**src/rtl/irq_bank_pkg.sv**
```systemverilog
package irq_bank_pkg;

  // Word index of each register (byte offset / 4)
  localparam int IDX_MODE      = 0;
  localparam int IDX_CAUSE     = 1;
  localparam int IDX_MASKED    = 2;
  localparam int IDX_CAUSE_SET = 3;
  localparam int IDX_MASK_VAL  = 4;
  localparam int IDX_MASK_SET  = 5;
  localparam int IDX_MASK_CLR  = 6;

  typedef enum logic [2:0] {
    SEL_ZERO,
    SEL_MODE,
    SEL_CAUSE,
    SEL_MASKED,
    SEL_MASK
  } rdSel_e;

  typedef struct packed {
    logic   wrMode;
    logic   wrCause;
    logic   wrMasked;
    logic   wrSet;
    logic   wrMaskVal;
    logic   wrMaskSet;
    logic   wrMaskClr;
    logic   rdCause;
    logic   rdMasked;
    rdSel_e rdSel;
  } bankStrobes_t;

endpackage

```
**src/rtl/irq_bank_ctrl.sv**
```systemverilog
module irq_bank_ctrl
  import irq_bank_pkg::*;
#(
  parameter int ADDR_W = 5
) (
  input  logic [ADDR_W-1:0] regAddr,
  input  logic              regWrEn,
  input  logic              regRdEn,
  output bankStrobes_t      strobes
);

  localparam int IDX_W = ADDR_W - 2;

  logic             aligned;
  logic [IDX_W-1:0] wordIdx;
  logic             wrOk;
  logic             rdOk;

  assign aligned = (regAddr[1:0] == 2'b00);
  assign wordIdx = regAddr[ADDR_W-1:2];
  assign wrOk    = regWrEn && aligned;
  assign rdOk    = regRdEn && aligned;

  always_comb begin
    strobes           = '0;
    strobes.rdSel     = SEL_ZERO;
    strobes.wrMode    = wrOk && (wordIdx == IDX_W'(IDX_MODE));
    strobes.wrCause   = wrOk && (wordIdx == IDX_W'(IDX_CAUSE));
    strobes.wrMasked  = wrOk && (wordIdx == IDX_W'(IDX_MASKED));
    strobes.wrSet     = wrOk && (wordIdx == IDX_W'(IDX_CAUSE_SET));
    strobes.wrMaskVal = wrOk && (wordIdx == IDX_W'(IDX_MASK_VAL));
    strobes.wrMaskSet = wrOk && (wordIdx == IDX_W'(IDX_MASK_SET));
    strobes.wrMaskClr = wrOk && (wordIdx == IDX_W'(IDX_MASK_CLR));
    strobes.rdCause   = rdOk && (wordIdx == IDX_W'(IDX_CAUSE));
    strobes.rdMasked  = rdOk && (wordIdx == IDX_W'(IDX_MASKED));
    if (rdOk) begin
      if (wordIdx == IDX_W'(IDX_MODE))          strobes.rdSel = SEL_MODE;
      else if (wordIdx == IDX_W'(IDX_CAUSE))    strobes.rdSel = SEL_CAUSE;
      else if (wordIdx == IDX_W'(IDX_MASKED))   strobes.rdSel = SEL_MASKED;
      else if (wordIdx == IDX_W'(IDX_MASK_VAL)) strobes.rdSel = SEL_MASK;
    end
  end

endmodule

```
**src/rtl/irq_bank_dp.sv**
```systemverilog
module irq_bank_dp
  import irq_bank_pkg::*;
#(
  parameter int WIDTH = 32
) (
  input  logic             clk,
  input  logic             rst_n,
  input  bankStrobes_t     strobes,
  input  logic [WIDTH-1:0] wrData,
  input  logic [WIDTH-1:0] hwEvent,
  output logic [WIDTH-1:0] rdData,
  output logic             irqOut,
  output logic [WIDTH-1:0] modeQ,
  output logic [WIDTH-1:0] causeQ,
  output logic [WIDTH-1:0] maskQ
);

  logic [WIDTH-1:0] maskedView;
  logic [WIDTH-1:0] causeNext;
  logic [WIDTH-1:0] maskNext;
  logic             irqQ;

  assign maskedView = causeQ & ~maskQ;

  // Per-bit cause update; a set always overrides a clear in the same cycle
  for (genvar i = 0; i < WIDTH; i++) begin : gBit
    logic wrClr;
    logic rdClr;
    logic setBit;
    assign wrClr  = ~modeQ[i] & wrData[i] &
                    (strobes.wrCause | (strobes.wrMasked & ~maskQ[i]));
    assign rdClr  = modeQ[i] &
                    ((strobes.rdCause & causeQ[i]) | (strobes.rdMasked & maskedView[i]));
    assign setBit = hwEvent[i] | (strobes.wrSet & wrData[i]);
    assign causeNext[i] = setBit | (causeQ[i] & ~(wrClr | rdClr));
  end

  always_comb begin
    maskNext = maskQ;
    if (strobes.wrMaskVal)      maskNext = wrData;
    else if (strobes.wrMaskSet) maskNext = maskQ | wrData;
    else if (strobes.wrMaskClr) maskNext = maskQ & ~wrData;
  end

  always_comb begin
    unique case (strobes.rdSel)
      SEL_MODE:   rdData = modeQ;
      SEL_CAUSE:  rdData = causeQ;
      SEL_MASKED: rdData = maskedView;
      SEL_MASK:   rdData = maskQ;
      default:    rdData = '0;
    endcase
  end

  always_ff @(posedge clk) begin
    if (!rst_n) begin
      modeQ  <= '0;
      causeQ <= '0;
      maskQ  <= '0;
      irqQ   <= 1'b0;
    end else begin
      if (strobes.wrMode) modeQ <= wrData;
      causeQ <= causeNext;
      maskQ  <= maskNext;
      irqQ   <= |maskedView;
    end
  end

  assign irqOut = irqQ;

endmodule

```
**src/rtl/irq_cause_bank.sv**
```systemverilog
module irq_cause_bank
  import irq_bank_pkg::*;
#(
  parameter int WIDTH  = 32,
  parameter int ADDR_W = 5
) (
  input  logic              clk,
  input  logic              rst_n,
  input  logic [ADDR_W-1:0] regAddr,
  input  logic              regWrEn,
  input  logic [WIDTH-1:0]  regWrData,
  input  logic              regRdEn,
  output logic [WIDTH-1:0]  regRdData,
  input  logic [WIDTH-1:0]  hwEvent,
  output logic              irqOut
);

  bankStrobes_t     strobes;
  logic [WIDTH-1:0] modeQ;
  logic [WIDTH-1:0] causeQ;
  logic [WIDTH-1:0] maskQ;

  irq_bank_ctrl #(.ADDR_W(ADDR_W)) uCtrl (
    .regAddr (regAddr),
    .regWrEn (regWrEn),
    .regRdEn (regRdEn),
    .strobes (strobes)
  );

  irq_bank_dp #(.WIDTH(WIDTH)) uDp (
    .clk     (clk),
    .rst_n   (rst_n),
    .strobes (strobes),
    .wrData  (regWrData),
    .hwEvent (hwEvent),
    .rdData  (regRdData),
    .irqOut  (irqOut),
    .modeQ   (modeQ),
    .causeQ  (causeQ),
    .maskQ   (maskQ)
  );

endmodule

```
**config.mk**
```make
export PLATFORM = sky130hd
export DESIGN_NAME = irq_cause_bank
export DESIGN_NICKNAME = d
export VERILOG_FILES = /design/src/rtl/irq_bank_pkg.sv /design/src/rtl/irq_bank_ctrl.sv /design/src/rtl/irq_bank_dp.sv /design/src/rtl/irq_cause_bank.sv
export SDC_FILE = /design/constraint.sdc
export NUM_CORES = 1
export LEC_CHECK = 0
export BUFFER_PORTS_ARGS = -buffer_cell sky130_fd_sc_hd__buf_2
export CORE_UTILIZATION = 45
export DETAILED_ROUTE_END_ITERATION = 10
export PLACE_DENSITY_LB_ADDON = 0.05
export SLEW_MARGIN = 20
export SYNTH_ARGS = -nofsm -noshare
export SYNTH_HDL_FRONTEND = slang
export SYNTH_HIERARCHICAL = 1
export SYNTH_SLANG_ARGS = --single-unit
export TNS_END_PERCENT = 30
```
**constraint.sdc**
```tcl
create_clock -name clk -period 2.86 [get_ports clk]
set_clock_uncertainty 0.2 [all_clocks]
set_input_delay 0.715 -clock clk [delete_from_list [all_inputs] [get_ports clk]]
set_output_delay 0.715 -clock clk [all_outputs]
set_load 0.1 [all_outputs]
```
* Word level (Yosys, flattened, before mapping)
Cells that the tools add are included.
** Storage, ports and cells
- Output and inout port bits :: 33
- Flip-flop bits (word level) :: 97
- Bits of input ports :: 73
- Word-level logic and storage cells :: 555
** Operators by class
- Reductions and logical operators :: 15
- Bitwise operators :: 517
- Mux-type cells :: 9
- Equality and inequality tests :: 10
** Operators by type and width (number)
- $and A1 B1 Y1 :: 256
- $or A1 B1 Y1 :: 160
- $pmux W32 S4 :: 1
- $mux W32 :: 3
- $not A1 Y1 :: 96
- $and A32 B32 Y32 :: 2
- $not A32 Y32 :: 2
- $or A32 B32 Y32 :: 1
- $reduce_or A32 Y1 :: 1
- $mux W3 :: 5
- $eq A3 B2 Y1 const B :: 4
- $eq A3 B3 Y1 const B :: 4
- $logic_and A1 B1 Y1 :: 11
- $eq A3 B1 Y1 const B :: 2
- $logic_not A3 Y1 :: 1
- $reduce_bool A3 Y1 :: 1
- $logic_not A2 Y1 :: 1

* Logic depth before layout (Yosys ltp)
- Depth in word-level cells :: 10
- Mapped depth :: 9
- Depth with buffers taken out :: 6

* Hierarchy
Netlist, hierarchy kept.
** Modules (own cells, without submodules)
- irq_bank_dp :: sequential area each 1941.9 µm², times used 1, area each 5988.2 µm², cells each 719
- irq_bank_ctrl :: sequential area each 0.0 µm², times used 1, area each 133.9 µm², cells each 20

* Least setup slack after synthesis
Ideal clock, no wire load.
- Kind :: input to output
- Start :: input regAddr[1]
- End :: output regRdData[10]
- Data required time :: 1.945 ns
- Data arrival time :: 3.439 ns
- Stages on the path :: 8
- Setup slack :: -1.494 ns
- Buffers on the path :: 3
- Path through :: or3b_4 nor3_1 buf_2 nor2b_1 clkbuf_2 buf_4 a22oi_1 o22ai_1
** RTL lines
- from (decl) :: line irq_cause_bank.sv:9 : input logic [ADDR_W-1:0] regAddr,
- to (decl) :: line irq_cause_bank.sv:13 : output logic [WIDTH-1:0] regRdData,

==> results.py <==
metrics = {
    "sta": {
        "fin_crit_ns": 3.49,
        "rsz0062_at_grt": "true",
        "hold_slack_ns": 0.300,
        "timing.final.ws_setup_ns": -0.627,
        "fin_crit_sh_pct": 122,
        "fmax_mhz": 287,
        "setup_viol": 32,
        "relSlewSlack_pct": 59.8,
        "slew_viol_final": 0,
        "hold_viol": 0,
        "worst_pin_slew_ns": 0.597,
    },
    "placement": {
        "port_buffers": 105,
        "dp_hpwl_mm": 12.4,
        "gp_congestion": 0.855,
    },
    "worst_setup_path": {
        "critPathArrivalTime_ns": 2.57,
        "slowest_stage": "or3b_4",
        "cp_data_required_time_ns": 1.95,
        "critPathKind": "in2out",
        "crit_fanout": 7,
        "crit_top_cell": "buf_12",
        "path_cells": "buf_6 -> or3b_4 -> nor3_4 -> buf_6 -> nor2b_4 -> buf_12 -> buf_12 -> a22oi_1 -> o22ai_4 -> buf_12",
        "critPathMaxStageDelay_ns": 0.44,
        "start_kind": "input port",
        "end_kind": "primary output",
    },
    "clock_tree": {
        "cts_buffers": 9,
        "ctsHoldBuffers": 0,
        "clk_latency_ns": 0.35,
        "clock_sinks": 97,
        "clock_path_buffers": 2,
        "cts_root_buf": "clkbuf_16",
        "h-tree-depth": 3,
        "path_clk_slew_ns": 0.06,
        "cts_tree": "built",
    },
    "finish": {
        "final_core_utilization_pct": 64.9,
        "nNetsFinal": 911,
        "drive_gt1_share_pct": 29.0,
        "diodes": 0,
        "area_delta_synth_final_pct": 40.4,
        "fillers": 1097,
    },
    "global_route": {
        "antenna_found_initial": 0,
        "grt_pass1_vias": 6028,
        "grt_pass1_wl_mm": 31.7,
        "grt_remaining_overflow": 0,
        "grt_max_degree": 71,
        "grt_use_total_pct": 28.6,
    },
    "logic_synthesis": {
        "synth_nets": 812,
        "synth.distinct_cells": 37,
        "ys_seq_area_share_pct": 31.7,
        "yosysTopAreaCellShare_pct": 31.7,
        "ys_warn_count": 6,
        "yosys.area.top_type": "dfxtp_1",
        "ys.flop_type": "dfxtp_1",
        "synth_edf_count": 0,
        "async_flop_share_pct": 0,
        "mappedNetlistArea_mm2": 0.00612,
        "yosys-top-cells-area": "dfxtp_1 32%, nor2b_1 12%, a22oi_1 12%",
        "syn-mean-instance-area_um2": 8.28,
        "synth_seq_cells": 97,
        "synthCells": 739,
    },
    "routing": {
        "drt_first_pass_iters": 5,
        "vias": 6128,
        "drc_errors": 0,
        "ant_nets": 0,
        "wl_mm": 20.4,
        "avgViaCountPerCell": 6.03,
        "wl_per_cell_um": 20.1,
        "drtIter0Drc": 499,
    },
    "die": {
        "core_mm2": 0.0132,
        "initial_core_util_pct": 46.2,
        "die_h_um": 119,
        "fp.dieArea_mm2": 0.0141,
        "die_w_um": 119,
        "fp-row-count": 42,
        "io_pins": 106,
    },
    "outcome": {
        "violations": "setup timing",
        "outcome": "complete, but fails checks",
    },
    "power_and_ir_drop": {
        "ir_drop_uv": 260,
        "p_leak_uw": 0.00294,
        "p_per_area_mw_per_mm2": 355,
    },
    "min_path": {
        "hold_path.class": "reg2reg",
    },
    "flow_run": {
        "max-cap-violations": 0,
    },
}
==> layer usage <==
metal  up-vias  GRT usage, %  wire [um]
met5         -             0          0
met4         0          10.3        375
met3        32          4.10       1400
met2       233          47.2       9720
met1      2956          37.9       8910
li1       2907             -          -
==> critical path, delay by kind of cell <==
family | cells | cell delay [ns]
AO/OA/AOI/OAI | 2 | 0.26
buffers and inverters | 5 | 0.71
AND/OR/NAND/NOR | 3 | 0.88
==> cell families after synthesis <==
group                     after synthesis  synth area share [%]
AOI/OAI and AO/OA                     288                  31.4
xor gates and xnor gates                1                 0.143
buffers and inverters                 127                  9.18
DFF                                    97                  31.7
muxes                                  64                  10.5
and+or+nand+nor                       162                  17.1
==> cells in the mapped netlist (2+ instances only) <==
library cell	count
nor2_1	5
nand4_1	2
a21boi_0	3
nor4_1	6
buf_2	18
o311ai_1	22
o21ai_0	32
a22oi_1	94
dfxtp_1	97
and2b_1	9
buf_4	4
clkbuf_2	2
mux2i_1	64
nand2_1	2
buf_6	6
nand2b_1	2
nor3_1	5
o311ai_0	10
a21boi_1	29
nor4_2	2
inv_1	64
clkbuf_1	33
nor2b_1	121
o22ai_1	31
a21oi_1	64
==> final timing paths <==
path | from | to | slack (ns) | cells past startpoint
worst max-delay path | regAddr[1] | regRdData[17] | -0.63 | 10
worst min-delay path | uDp/causeQ[12]$_SDFF_PN0_ | uDp/causeQ[12]$_SDFF_PN0_ | 0.30 | 2
worst max register to register | flop | uDp/irqOut$_SDFF_PN0_ | 0.85 | 4
worst min register to register | uDp/causeQ[12]$_SDFF_PN0_ | uDp/causeQ[12]$_SDFF_PN0_ | 0.30 | 2
==> layout by cell type, fill, tap and decap left out, types with 6 or more instances in the layout <==
cell type and count:
buf_2 71, inv_1 64, mux2i_1 64, o311ai_0 10, buf_4 22, nor2b_1 118
nor4_1 6, o22ai_4 31, o311ai_1 22, o21ai_0 32, clkbuf_16 12, a21boi_1 29
a22oi_1 63, buf_12 50, and2b_1 9, a21oi_1 64, a22oi_2 31, dfxtp_1 97
==> where the power goes <==
group	internal [uW]	total, uW	switching (uW)
Sequential	1390	1440	41.2
Combinational	218	500	282
Clock	599	1120	521
==> layout make-up <==
class / count / area (um^2) / area share [%]
Clock buffer: 12 / 246 / 2.87
Clock inverter: 1 / 5.00 / 0.0582
Inverter: 64 / 240 / 2.79
Multi-Input combinational cell: 515 / 4290 / 49.9
Sequential cell: 97 / 1940 / 22.6
Tap cell: 176 / 220 / 2.56
Timing Repair Buffer: 151 / 1650 / 19.2
==> repair_timing <==
item	4_1_cts	5_1_grt
pin swaps	4	22
cloned	1	4
buffers inserted	3	3
gates resized for setup	15	27
endpoints found under the setup margin	32	32
==> stage by stage <==
step / setup TNS [ns] / setup slack, ns / cells / total power [uW] / cell area (um^2)
floorplan: -18.71 / -0.590 / 739 / 1740 / 6590
global placement: -16.76 / -0.559 / 993 / 1920 / 7970
finish: -18.26 / -0.627 / 1016 / 3060 / 8600
detailed placement: -19.07 / -0.637 / 993 / 1940 / 7970
CTS: -18.46 / -0.592 / 1010 / 3060 / 8370
global route: -20.13 / -0.675 / 1016 / 3170 / 8600
No activity file was read; power rests on OpenSTA's default activity.
